<file path="src/rtl/srp_pkg.sv">
package srp_pkg;

    localparam int BYTE_W    = 8;
    localparam int ADDR_W    = 4;
    localparam int DATA_W    = 16;
    localparam int CMD_W     = 16;
    localparam int CAL_BYTES = 3;
    localparam int CAL_W     = CAL_BYTES * BYTE_W;
    localparam int CAL_BANKS = 2;
    localparam int BIT_CNT_W = $clog2(BYTE_W);

    // Command word field positions
    localparam int CMD_STEP_DOWN_BIT = 2;

    // Byte map
    localparam logic [ADDR_W-1:0] A_DATA_HI = 4'd0;
    localparam logic [ADDR_W-1:0] A_DATA_LO = 4'd1;
    localparam logic [ADDR_W-1:0] A_CMD_HI  = 4'd4;
    localparam logic [ADDR_W-1:0] A_CMD_LO  = 4'd5;
    localparam int               CAL_BASE_BANK = 2;   // address bits 3:2 of bank 0

    typedef enum logic [2:0] {
        ST_IDLE,
        ST_INSTR,
        ST_WRITE,
        ST_READ,
        ST_COMMIT
    } srp_state_e;

    typedef struct packed {
        logic              is_read;
        logic [1:0]        count;
        logic              pad;
        logic [ADDR_W-1:0] addr;
    } srp_instr_t;

    // Bytes still to move after the first one
    function automatic logic [1:0] extra_bytes(input logic [1:0] code);
        unique case (code)
            2'b01:   extra_bytes = 2'd1;
            2'b10:   extra_bytes = 2'd2;
            default: extra_bytes = 2'd0;
        endcase
    endfunction

    function automatic logic is_cmd_addr(input logic [ADDR_W-1:0] a);
        is_cmd_addr = (a == A_CMD_HI) || (a == A_CMD_LO);
    endfunction

endpackage

</file>
<file path="src/rtl/srp_sync.sv">
module srp_sync #(
    parameter int STAGES = 2
) (
    input  logic clk,
    input  logic rst_n,
    input  logic sclk,
    input  logic cs_n,
    input  logic sdi,
    output logic sclk_rise,
    output logic sclk_fall,
    output logic sel,
    output logic sdi_s
);
    // Each stage holds {sclk, select active, data}
    localparam logic [2:0] IDLE_PINS = 3'b000;

    logic [STAGES-1:0][2:0] stg_q;
    logic                   sclk_prev_q;
    logic [2:0]             last;

    always_ff @(posedge clk or negedge rst_n) begin
        if (!rst_n) begin
            stg_q       <= {STAGES{IDLE_PINS}};
            sclk_prev_q <= 1'b0;
        end else begin
            stg_q       <= {stg_q[STAGES-2:0], {sclk, ~cs_n, sdi}};
            sclk_prev_q <= last[2];
        end
    end

    assign last      = stg_q[STAGES-1];
    assign sclk_rise = last[2] & ~sclk_prev_q;
    assign sclk_fall = ~last[2] & sclk_prev_q;
    assign sel       = last[1];
    assign sdi_s     = last[0];

endmodule

</file>
<file path="src/rtl/srp_regs.sv">
module srp_regs
    import srp_pkg::*;
(
    input  logic              clk,
    input  logic              rst_n,
    input  logic              wr_en,
    input  logic [ADDR_W-1:0] wr_addr,
    input  logic [BYTE_W-1:0] wr_byte,
    input  logic              shadow_load,
    input  logic              commit,
    input  logic [ADDR_W-1:0] rd_addr,
    output logic [BYTE_W-1:0] rd_byte,
    output logic [DATA_W-1:0] data_reg,
    output logic [CMD_W-1:0]  cmd_reg,
    output logic [CAL_W-1:0]  ofs_reg,
    output logic [CAL_W-1:0]  fs_reg
);
    logic [DATA_W-1:0] data_q;
    logic [CMD_W-1:0]  cmd_q;
    logic [CMD_W-1:0]  cmd_sh_q;

    logic [CAL_BANKS-1:0][CAL_W-1:0]  cal_word;
    logic [CAL_BANKS-1:0][BYTE_W-1:0] cal_rd;

    always_ff @(posedge clk or negedge rst_n) begin
        if (!rst_n) begin
            data_q <= '0;
        end else if (wr_en) begin
            if (wr_addr == A_DATA_HI) data_q[15:8] <= wr_byte;
            if (wr_addr == A_DATA_LO) data_q[7:0]  <= wr_byte;
        end
    end

    // Command bytes are staged and copied to the live word in one step
    always_ff @(posedge clk or negedge rst_n) begin
        if (!rst_n) begin
            cmd_q    <= '0;
            cmd_sh_q <= '0;
        end else begin
            if (shadow_load) begin
                cmd_sh_q <= cmd_q;
            end else if (wr_en) begin
                if (wr_addr == A_CMD_HI) cmd_sh_q[15:8] <= wr_byte;
                if (wr_addr == A_CMD_LO) cmd_sh_q[7:0]  <= wr_byte;
            end
            if (commit) cmd_q <= cmd_sh_q;
        end
    end

    // Two identical three-byte calibration banks
    for (genvar b = 0; b < CAL_BANKS; b++) begin : g_cal
        logic [CAL_W-1:0] q;
        logic             wr_hit;
        logic             rd_hit;

        assign wr_hit = wr_en && (wr_addr[3:2] == 2'(b + CAL_BASE_BANK))
                        && (wr_addr[1:0] != 2'b11);
        assign rd_hit = (rd_addr[3:2] == 2'(b + CAL_BASE_BANK))
                        && (rd_addr[1:0] != 2'b11);

        always_ff @(posedge clk or negedge rst_n) begin
            if (!rst_n) begin
                q <= '0;
            end else if (wr_hit) begin
                unique case (wr_addr[1:0])
                    2'd0:    q[23:16] <= wr_byte;
                    2'd1:    q[15:8]  <= wr_byte;
                    default: q[7:0]   <= wr_byte;
                endcase
            end
        end

        always_comb begin
            cal_rd[b] = '0;
            if (rd_hit) begin
                unique case (rd_addr[1:0])
                    2'd0:    cal_rd[b] = q[23:16];
                    2'd1:    cal_rd[b] = q[15:8];
                    default: cal_rd[b] = q[7:0];
                endcase
            end
        end

        assign cal_word[b] = q;
    end

    always_comb begin
        rd_byte = '0;
        unique case (rd_addr)
            A_DATA_HI: rd_byte = data_q[15:8];
            A_DATA_LO: rd_byte = data_q[7:0];
            A_CMD_HI:  rd_byte = cmd_q[15:8];
            A_CMD_LO:  rd_byte = cmd_q[7:0];
            default: begin
                for (int b = 0; b < CAL_BANKS; b++) rd_byte = rd_byte | cal_rd[b];
            end
        endcase
    end

    assign data_reg = data_q;
    assign cmd_reg  = cmd_q;
    assign ofs_reg  = cal_word[0];
    assign fs_reg   = cal_word[1];

endmodule

</file>
<file path="src/rtl/srp_ctrl.sv">
module srp_ctrl
    import srp_pkg::*;
(
    input  logic              clk,
    input  logic              rst_n,
    input  logic              sclk_rise,
    input  logic              sclk_fall,
    input  logic              sel,
    input  logic              sdi,
    input  logic              step_down_cfg,
    input  logic [BYTE_W-1:0] rd_byte,
    output logic              wr_en,
    output logic [ADDR_W-1:0] wr_addr,
    output logic [BYTE_W-1:0] wr_byte,
    output logic              shadow_load,
    output logic              commit,
    output logic [ADDR_W-1:0] rd_addr,
    output logic              sdo,
    output logic              oe
);
    srp_state_e state_q, state_d;

    logic [BYTE_W-1:0]    shift_q;
    logic [BIT_CNT_W-1:0] bit_q;
    logic [1:0]           left_q;
    logic [ADDR_W-1:0]    addr_q;
    logic                 touched_q;
    logic [BYTE_W-1:0]    tx_q;
    logic                 sdo_q;
    logic                 oe_q;

    logic [BYTE_W-1:0] in_byte;
    srp_instr_t        instr;
    logic              active;
    logic              byte_done;
    logic              cmd_here;
    logic              go_down;
    logic [ADDR_W-1:0] step_addr;

    assign in_byte   = {shift_q[BYTE_W-2:0], sdi};
    assign instr     = srp_instr_t'(in_byte);
    assign active    = (state_q == ST_INSTR) || (state_q == ST_WRITE) || (state_q == ST_READ);
    assign byte_done = sel && active && sclk_rise && (bit_q == BIT_CNT_W'(BYTE_W - 1));
    assign cmd_here  = is_cmd_addr(addr_q);
    assign go_down   = step_down_cfg && !((state_q == ST_WRITE) && cmd_here);
    assign step_addr = go_down ? addr_q - 1'b1 : addr_q + 1'b1;

    assign rd_addr     = (state_q == ST_INSTR) ? instr.addr : step_addr;
    assign wr_en       = byte_done && (state_q == ST_WRITE);
    assign wr_addr     = addr_q;
    assign wr_byte     = in_byte;
    assign shadow_load = byte_done && (state_q == ST_INSTR);
    assign commit      = sel && sclk_fall && (state_q == ST_COMMIT);
    assign sdo         = sdo_q;
    assign oe          = oe_q;

    // State register
    always_ff @(posedge clk or negedge rst_n) begin
        if (!rst_n) state_q <= ST_IDLE;
        else        state_q <= state_d;
    end

    // Next state
    always_comb begin
        state_d = state_q;
        if (!sel) begin
            state_d = ST_IDLE;
        end else begin
            unique case (state_q)
                ST_IDLE:   state_d = ST_INSTR;
                ST_INSTR:  if (byte_done) state_d = instr.is_read ? ST_READ : ST_WRITE;
                ST_WRITE:  if (byte_done && left_q == 2'd0)
                               state_d = (touched_q || cmd_here) ? ST_COMMIT : ST_INSTR;
                ST_READ:   if (byte_done && left_q == 2'd0) state_d = ST_INSTR;
                ST_COMMIT: if (sclk_fall) state_d = ST_INSTR;
                default:   state_d = ST_IDLE;
            endcase
        end
    end

    // Datapath and outputs
    always_ff @(posedge clk or negedge rst_n) begin
        if (!rst_n) begin
            shift_q   <= '0;
            bit_q     <= '0;
            left_q    <= '0;
            addr_q    <= '0;
            touched_q <= 1'b0;
            tx_q      <= '0;
            sdo_q     <= 1'b0;
            oe_q      <= 1'b0;
        end else if (!sel) begin
            bit_q     <= '0;
            touched_q <= 1'b0;
            oe_q      <= 1'b0;
        end else begin
            if (active && sclk_rise) begin
                shift_q <= in_byte;
                bit_q   <= bit_q + 1'b1;
            end
            if (byte_done) begin
                if (state_q == ST_INSTR) begin
                    left_q    <= extra_bytes(instr.count);
                    addr_q    <= instr.addr;
                    touched_q <= 1'b0;
                    if (instr.is_read) tx_q <= rd_byte;
                end else begin
                    left_q <= left_q - 1'b1;
                    addr_q <= step_addr;
                    if (state_q == ST_WRITE && cmd_here) touched_q <= 1'b1;
                    if (state_q == ST_READ && left_q != 2'd0) tx_q <= rd_byte;
                end
            end
            if (sclk_fall) begin
                if (state_q == ST_READ) begin
                    sdo_q <= tx_q[BYTE_W-1];
                    tx_q  <= {tx_q[BYTE_W-2:0], 1'b0};
                    oe_q  <= 1'b1;
                end else begin
                    oe_q  <= 1'b0;
                end
            end
        end
    end

endmodule

</file>
<file path="src/rtl/serial_reg_port.sv">
module serial_reg_port
    import srp_pkg::*;
#(
    parameter int SYNC_STAGES = 2
) (
    input  logic              clk,
    input  logic              rst_n,
    input  logic              sclk,
    input  logic              cs_n,
    input  logic              sdio_in,
    output logic              sdio_out,
    output logic              sdio_oe,
    output logic [DATA_W-1:0] data_reg,
    output logic [CMD_W-1:0]  cmd_reg,
    output logic [CAL_W-1:0]  ofs_reg,
    output logic [CAL_W-1:0]  fs_reg
);
    logic              sclk_rise;
    logic              sclk_fall;
    logic              sel;
    logic              sdi_s;
    logic              wr_en;
    logic [ADDR_W-1:0] wr_addr;
    logic [BYTE_W-1:0] wr_byte;
    logic              shadow_load;
    logic              cmd_commit;
    logic [ADDR_W-1:0] rd_addr;
    logic [BYTE_W-1:0] rd_byte;

    srp_sync #(.STAGES(SYNC_STAGES)) u_sync (
        .clk       (clk),
        .rst_n     (rst_n),
        .sclk      (sclk),
        .cs_n      (cs_n),
        .sdi       (sdio_in),
        .sclk_rise (sclk_rise),
        .sclk_fall (sclk_fall),
        .sel       (sel),
        .sdi_s     (sdi_s)
    );

    srp_ctrl u_ctrl (
        .clk           (clk),
        .rst_n         (rst_n),
        .sclk_rise     (sclk_rise),
        .sclk_fall     (sclk_fall),
        .sel           (sel),
        .sdi           (sdi_s),
        .step_down_cfg (cmd_reg[CMD_STEP_DOWN_BIT]),
        .rd_byte       (rd_byte),
        .wr_en         (wr_en),
        .wr_addr       (wr_addr),
        .wr_byte       (wr_byte),
        .shadow_load   (shadow_load),
        .commit        (cmd_commit),
        .rd_addr       (rd_addr),
        .sdo           (sdio_out),
        .oe            (sdio_oe)
    );

    srp_regs u_regs (
        .clk         (clk),
        .rst_n       (rst_n),
        .wr_en       (wr_en),
        .wr_addr     (wr_addr),
        .wr_byte     (wr_byte),
        .shadow_load (shadow_load),
        .commit      (cmd_commit),
        .rd_addr     (rd_addr),
        .rd_byte     (rd_byte),
        .data_reg    (data_reg),
        .cmd_reg     (cmd_reg),
        .ofs_reg     (ofs_reg),
        .fs_reg      (fs_reg)
    );

endmodule

</file>
<file path="config.mk">
export PLATFORM = sky130hd
export DESIGN_NAME = serial_reg_port
export DESIGN_NICKNAME = d
export VERILOG_FILES = /design/src/rtl/srp_pkg.sv /design/src/rtl/srp_sync.sv /design/src/rtl/srp_regs.sv /design/src/rtl/srp_ctrl.sv /design/src/rtl/serial_reg_port.sv
export SDC_FILE = /design/constraint.sdc
export NUM_CORES = 1
export LEC_CHECK = 0
export CELL_PAD_IN_SITES_DETAIL_PLACEMENT = 1
export CELL_PAD_IN_SITES_GLOBAL_PLACEMENT = 1
export CORE_ASPECT_RATIO = 0.7
export CORE_UTILIZATION = 55
export CTS_BUF_LIST = sky130_fd_sc_hd__clkbuf_8 sky130_fd_sc_hd__clkbuf_16
export DETAILED_ROUTE_END_ITERATION = 10
export DONT_BUFFER_PORTS = 1
export PLACE_DENSITY = 0.81
export SYNTH_ARGS = -nofsm -noshare
export SYNTH_HDL_FRONTEND = slang
export SYNTH_HIERARCHICAL = 1
export SYNTH_SLANG_ARGS = --single-unit
</file>
<file path="constraint.sdc">
create_clock -name clk -period 9.4 [get_ports clk]
set_input_delay 0.94 -clock clk [delete_from_list [all_inputs] [get_ports clk]]
set_output_delay 0.94 -clock clk [all_outputs]
set_load 0.005 [all_outputs]
</file>
==> metrics.txt, run 1 <==
run status=complete, no violations; Tcrit/Tclk final=about 48%; post-synth cell types=60; placed cells=approximately 640; post-CTS setup-driven buffer insertion count=0; CTS Root Cell=sky130_fd_sc_hd__clkbuf_16; Top Ports=between 80 and 90; number of warnings reported in the yosys synthesis log=6; number of buffers added to fix hold violations after cts=0; clock transition at the registers of the reported paths=0.06 ns; count of maximum capacitance violations=0; number of design-rule violations left by the first detailed-router iteration=approximately 230; main combinational cell family by area after synthesis=multiplexers; overall track demand over capacity in global routing=between 30 and 40%; core area=11,300 µm²; leading cell types by count after synthesis=133 x sky130_fd_sc_hd__dfrtp_1, 53 x sky130_fd_sc_hd__mux2_2, 37 x sky130_fd_sc_hd__mux2_1; via/cell ratio=about 6.7; number of failing setup endpoints in the final timing report=0; DRT Pass-1 Iters=5; fraction of the yosys area taken by sequential cells=about half; Syn-to-layout area delta=9.53%; power spent charging and discharging nets=about 440 µW; Synth Area in Compound Gates=under 10%; fraction of power consumed by the clock network=45.7%; count of nets left with antenna violations after detail routing=0; list of cells traversed by the critical path=or3b_4 > o31ai_1 > mux2i_1 > ha_1 > inv_1 > nor4_1 > o311a_1 > a211oi_4 > buf_4 > mux4_2 > a211oi_1 > o221a_2; Logic pwr share=10.4%; CTS buffer count=17; final cell utilization of the core=approximately 63%; Die Wd=approximately 130 µm; class of the most critical setup path=flop to flop; post-route minimum period=roughly 4.5 ns; synthesized-area fraction occupied by adder cells=less than 1%; routed wire length=about 19,000 µm; pin count of the biggest net entering global routing=around 130; number of nets in the synthesized netlist=536; internal portion of total power=between 1 and 1.5 mW; multiplexer fraction of the synthesized cell area=a little under a quarter; Crit Reg-Reg Startpoint=u_ctrl/wr_addr[2]; filler-free cell count of the finished design=slightly below 700; maximum level of the CTS H-tree=4; endpoints failing hold=0; Die Height=approximately 93 µm; maximum fanout encountered on the critical timing path=14; Mapped Avg Cell Area=between 10 and 15 µm²; total inserted antenna cells=0; path depth of the worst reg2reg path=12; cell area after layout=about 7100 µm²; via count of the first global-routing pass=around 5,000; Placed Instance Area=between 6000 and 7000 µm²; post-synthesis share of cell area spent on and, or, nand and nor gates=between 10 and 15%; count of buffers inserted at the top-level ports=0; Tightest Pin Transition=approximately 0.97 ns; power density over cell area=between 200 and 250 nW/µm²; xor and xnor area share after synthesis=less than 1%; Critical Path AT=4.83 ns; Worst path max stage delay=0.58 ns; unrepaired setup endpoints after global routing=no; Resize count post-CTS=0; most used standard cell by instance count after synthesis=sky130_fd_sc_hd__dfrtp_1; flip-flop and latch count after synthesis=about 130; vias after detailed routing=4,486; total die area=~12,000 µm²; total half-perimeter wirelength after legalization and detailed placement=12,000 µm; sum of negative setup slack=0 ns; Power, Total=around 1.5 mW; tightest slew margin relative to the limit=35.3%; RR Endpoint=u_ctrl/tx_q[4]; post-synthesis instance area=6500 µm²; largest area contributor in the synthesized netlist=sky130_fd_sc_hd__dfrtp_1; standard-cell row count=32; wire length of the first global-routing pass=~30,000 µm; routability congestion estimate from global placement=0.871; share of layout cells above drive strength 1=between 20% and 30%; post-synth top area share=approximately half; kind of end point of the critical path=flop; Clock Sinks=about 130; CTS tree=done; top area cells in the synthesized netlist=sky130_fd_sc_hd__dfrtp_1 51%, sky130_fd_sc_hd__mux2_2 9.2%, sky130_fd_sc_hd__mux2_1 6.4%; top flip-flop cell by instance count after synthesis=sky130_fd_sc_hd__dfrtp_1; number of cells produced by synthesis=527; cell at the slowest stage of the critical path=sky130_fd_sc_hd__dfrtp_1; EDFF count, synth=0; register-to-register setup slack=4.93 ns; Max clock buf depth=2; maximum ir drop on the vdd rail=between 0.15 and 0.2 mV; number of antenna violations at the first check in global routing=0; Initial Utilization=57.8%; static leakage=roughly 3.3 nW; Sw Share=28.6%; type of origin of the critical path=flop; portion of total power attributed to sequential cells=43.9%; count of pins over their slew limit=0; clock latency on the worst-skew pair=around 0.43 ns; largest clock skew in the final design=~0.010 ns; remaining global-route overflow=0; CP required=9.76 ns; drt drc=0; fmax=approximately 0.22 GHz; Async SR Flop Fraction=100%; routed length per placed instance=~29 µm; total number of nets in the final design=517; min-delay worst type=input pin to asynchronous set/reset pin
## cell families (layout without fill, tap and decap cells)
kind of cell	Yosys count	after routing
adder cells (fa/ha/maj)	4	4
buffers and inverters	65	59
AO/OA/AOI/OAI	81	81
multiplexers	124	124
XOR/XNOR	1	1
flip-flops	133	133
AND/OR/NAND/NOR	119	119
## worst max-delay path, delay by kind of cell (launching register included)
family | cells | cell delay (ns)
AO/OA/AOI/OAI | 5 | 1.87
adder cells (fa/ha/maj) | 1 | 0.28
buffers and inverters | 2 | 0.44
flip-flops | 1 | 0.58
multiplexers | 2 | 0.73
AND/OR/NAND/NOR | 2 | 0.50
## power groups by stage
stage                     combinational (mW)  sequential (mW)  clock, mW
after global routing                   0.171            0.682      0.735
final                                  0.160            0.677      0.704
after CTS                              0.160            0.674      0.713
after global placement                 0.146            0.680          0
after detailed placement               0.154            0.682          0
after floorplan                        0.158            0.629          0
## layout by cell type, fill, tap and decap left out, types with 16 or more instances in the layout
cell type	count
sky130_fd_sc_hd__inv_1	24
sky130_fd_sc_hd__mux2_2	53
sky130_fd_sc_hd__dfrtp_1	133
sky130_fd_sc_hd__mux4_2	16
sky130_fd_sc_hd__nand3_1	20
sky130_fd_sc_hd__o21ai_0	21
sky130_fd_sc_hd__mux2_1	37
sky130_fd_sc_hd__a31oi_1	17
sky130_fd_sc_hd__mux2i_1	18
sky130_fd_sc_hd__nor2_1	34
sky130_fd_sc_hd__clkbuf_16	17
## routing by layer
metal	routed length, µm	GRT usage [%]
met4	432	10.5
met5	34	2.14
met1	7980	42.9
met2	9420	55.3
met3	1570	11.4
## layout make-up
type,instances,area (µm²)
inverter,24,90.1
sequential,133,3330
clock buffer,17,425
fill,1112,4130
multi-input combinational,329,2870
timing repair buffer,3,22.5
clock inverter,15,191
tap,153,191
## how the worst max path moves through the flow
stage | start | cells after the start | endpoint
floorplan | u_ctrl/wr_addr[2] | 14 | u_ctrl/tx_q[4]
global placement | u_ctrl/wr_addr[2] | 12 | u_ctrl/tx_q[7]
detailed placement | u_ctrl/wr_addr[2] | 12 | u_ctrl/tx_q[4]
CTS | u_ctrl/wr_addr[2] | 12 | u_ctrl/tx_q[4]
global route | u_ctrl/wr_addr[2] | 12 | u_ctrl/tx_q[4]
finish | u_ctrl/wr_addr[2] | 12 | u_ctrl/tx_q[4]
## stage by stage
| step | worst slack (ns) | hold slack, ns |
|---|---|---|
| 2_1_floorplan | 5.71 | 0.331 |
| 3_3_place_gp | 5.38 | 0.336 |
| 3_5_place_dp | 5.03 | 0.336 |
| 4_1_cts | 4.95 | 0.198 |
| 5_1_grt | 4.67 | 0.194 |
| 6_report | 4.93 | 0.211 |
(Power assumes the default switching activity.)
==> run 2, diff against run 1 <==
Settings changed: CORE_UTILIZATION 55 to 46, PLACE_DENSITY 0.81 to 0.72.
Clock period 9.4 ns to 3.7 ns, I/O delays scaled along.
==> metrics.txt, run 2 (synthesized netlist as in run 1, its figures left out) <==
maximum fanout encountered on the critical timing path=16; clock transition at the registers of the reported paths=roughly 0.050 ns; pin count of the biggest net entering global routing=134; number of antenna violations at the first check in global routing=0; path depth of the worst reg2reg path=12; sum of negative setup slack=0 ns; post-layout worst setup margin=approximately 0.14 ns; total half-perimeter wirelength after legalization and detailed placement=12,000 µm; cell area after layout=7240 µm²; clock latency on the worst-skew pair=approximately 0.4 ns; endpoints failing hold=0; CP required=4.05 ns; final cell utilization of the core=a little over half; count of pins over their slew limit=0; CTS tree=done; run status=complete, no violations; Die Wd=~140 µm; leading cell type in the layout, fill and taps excluded=sky130_fd_sc_hd__dfrtp_1; count of maximum capacitance violations=0; total inserted antenna cells=0; share of layout cells above drive strength 1=a little over a quarter; overall track demand over capacity in global routing=about a quarter; final-layout worst hold slack=roughly 0.025 ns; total die area=roughly 15,000 µm²; Fill cells=around 1,400; total number of nets in the final design=530; remaining global-route overflow=0; largest clock skew in the final design=0.00553 ns; drt drc=0; termination of the worst setup path=u_ctrl/tx_q[1]; routed wire length=18,000 µm; register-to-register setup slack=0.14 ns; routed length per placed instance=between 20 and 30 µm; Critical Path AT=just under 4 ns; crit path from=u_ctrl/wr_addr[1]; Placed Instance Area=~6600 µm²; most frequent cells in the layout=133 x sky130_fd_sc_hd__dfrtp_1, 53 x sky130_fd_sc_hd__mux2_2, 37 x sky130_fd_sc_hd__mux2_1; RR Endpoint=u_ctrl/tx_q[1]; Max clock buf depth=2; standard-cell row count=35; class of the most critical setup path=flop to flop; wire length of the first global-routing pass=roughly 28,000 µm; fmax=roughly 0.28 GHz; Top Ports=between 80 and 90; number of failing setup endpoints in the final timing report=0; pre-CTS worst setup slack=~0.0092 ns; Clock Sinks=between 100 and 150; Crit Reg-Reg Startpoint=u_ctrl/wr_addr[1]; Initial Utilization=between 40 and 50%; maximum level of the CTS H-tree=4; type of origin of the critical path=flop; Tcrit/Tclk final=a little over nine tenths; vias after detailed routing=between 4,000 and 5,000; CTS buffer count=17; Die Height=around 100 µm; power density over cell area=slightly above 500 nW/µm²; static leakage=approximately 3.4 nW; count of nets left with antenna violations after detail routing=0; post-CTS setup-driven buffer insertion count=0; core area=around 13,000 µm²; Syn-to-layout area delta=11.4%; sequential cell area=around 3300 µm²; tightest slew margin relative to the limit=between 30% and 40%; placed cells=683; routability congestion estimate from global placement=about 0.83; count of buffers inserted at the top-level ports=0; Multi-input gate area=2880 µm²; Power, Total=between 3 and 4 mW; Tightest Pin Transition=0.985 ns; kind of end point of the critical path=flop; CTS Root Cell=sky130_fd_sc_hd__clkbuf_16; via count of the first global-routing pass=4,716; DRT Pass-1 Iters=5; filler-free cell count of the finished design=~720; min-delay worst type=input pin to flop; number of design-rule violations left by the first detailed-router iteration=a little over 300; maximum ir drop on the vdd rail=between 0.3 and 0.4 mV; unrepaired setup endpoints after global routing=no; via/cell ratio=between 6 and 7; post-route minimum period=3.56 ns
run 2: cell count changes in the layout (fill, tap and decap cells not counted), sizes merged:
| cell | before | now |
|---|---|---|
| clkbuf | 17 | 18 |
| clkinvlp | 3 | 4 |
| bufinv | 3 | 1 |
| buf | 3 | 13 |
| inv | 31 | 25 |
| dlygate4sd3 | 0 | 3 |
| clkinv | 2 | 6 |
run 2: what timing repair did:
action / CTS / global route
endpoints found under the setup margin: 1 / 3
hold endpoints to repair: 135 / 0
hold buffers: 4 / 0
resized for setup: 1 / 1
run 2: worst max-delay path, cell delays in order (launching register included):
cell and delay [ns]:
sky130_fd_sc_hd__dfrtp_1 0.39, sky130_fd_sc_hd__or3b_4 0.44, sky130_fd_sc_hd__o31ai_4 0.28, sky130_fd_sc_hd__mux2i_1 0.11, sky130_fd_sc_hd__ha_1 0.25, sky130_fd_sc_hd__inv_1 0.09, sky130_fd_sc_hd__nor4_1 0.05, sky130_fd_sc_hd__o311a_1 0.37
sky130_fd_sc_hd__a211oi_4 0.26, sky130_fd_sc_hd__buf_12 0.21, sky130_fd_sc_hd__mux4_2 0.52, sky130_fd_sc_hd__a211oi_1 0.29, sky130_fd_sc_hd__o221a_2 0.22
run 2: worst min-delay path by stage:
stage               startpoint                end  slack (ns)  cells after the start
floorplan                rst_n    u_ctrl/bit_q[0]        0.07                      0
global placement         rst_n    u_sync/stg_q[0]        0.08                      0
detailed placement       rst_n  u_regs/cmd_reg[7]        0.08                      0
CTS                       cs_n    u_sync/stg_q[1]        0.01                      1
global route              cs_n    u_sync/stg_q[1]        0.01                      1
finish                    cs_n    u_sync/stg_q[1]        0.03                      1
run 2: area by class of cell:
cell class	instances	area share, %
Clock buffer	18	6.07
Clock inverter	12	1.50
Inverter	24	1.24
Multi-Input combinational cell	329	39.8
Sequential cell	133	46.0
Tap cell	185	3.20
Timing Repair Buffer	16	2.21
run 2: metal layers:
| metal | GRT usage, % | wire length (µm) | up-vias |
|---|---|---|---|
| met5 | 0 | 0 | - |
| met4 | 8.10 | 278 | 0 |
| met3 | 7.38 | 1390 | 20 |
| met2 | 40.4 | 8290 | 128 |
| met1 | 36.6 | 8000 | 2314 |
| li1 | - | - | 1902 |
run 2: power by group:
part | switching (mW) | leakage (nW) | total (mW) | internal [mW]
clock network | 0.636 | 0.261 | 1.57 | 0.933
registers | 0.168 | 1.82 | 1.70 | 1.53
logic | 0.257 | 1.29 | 0.472 | 0.215
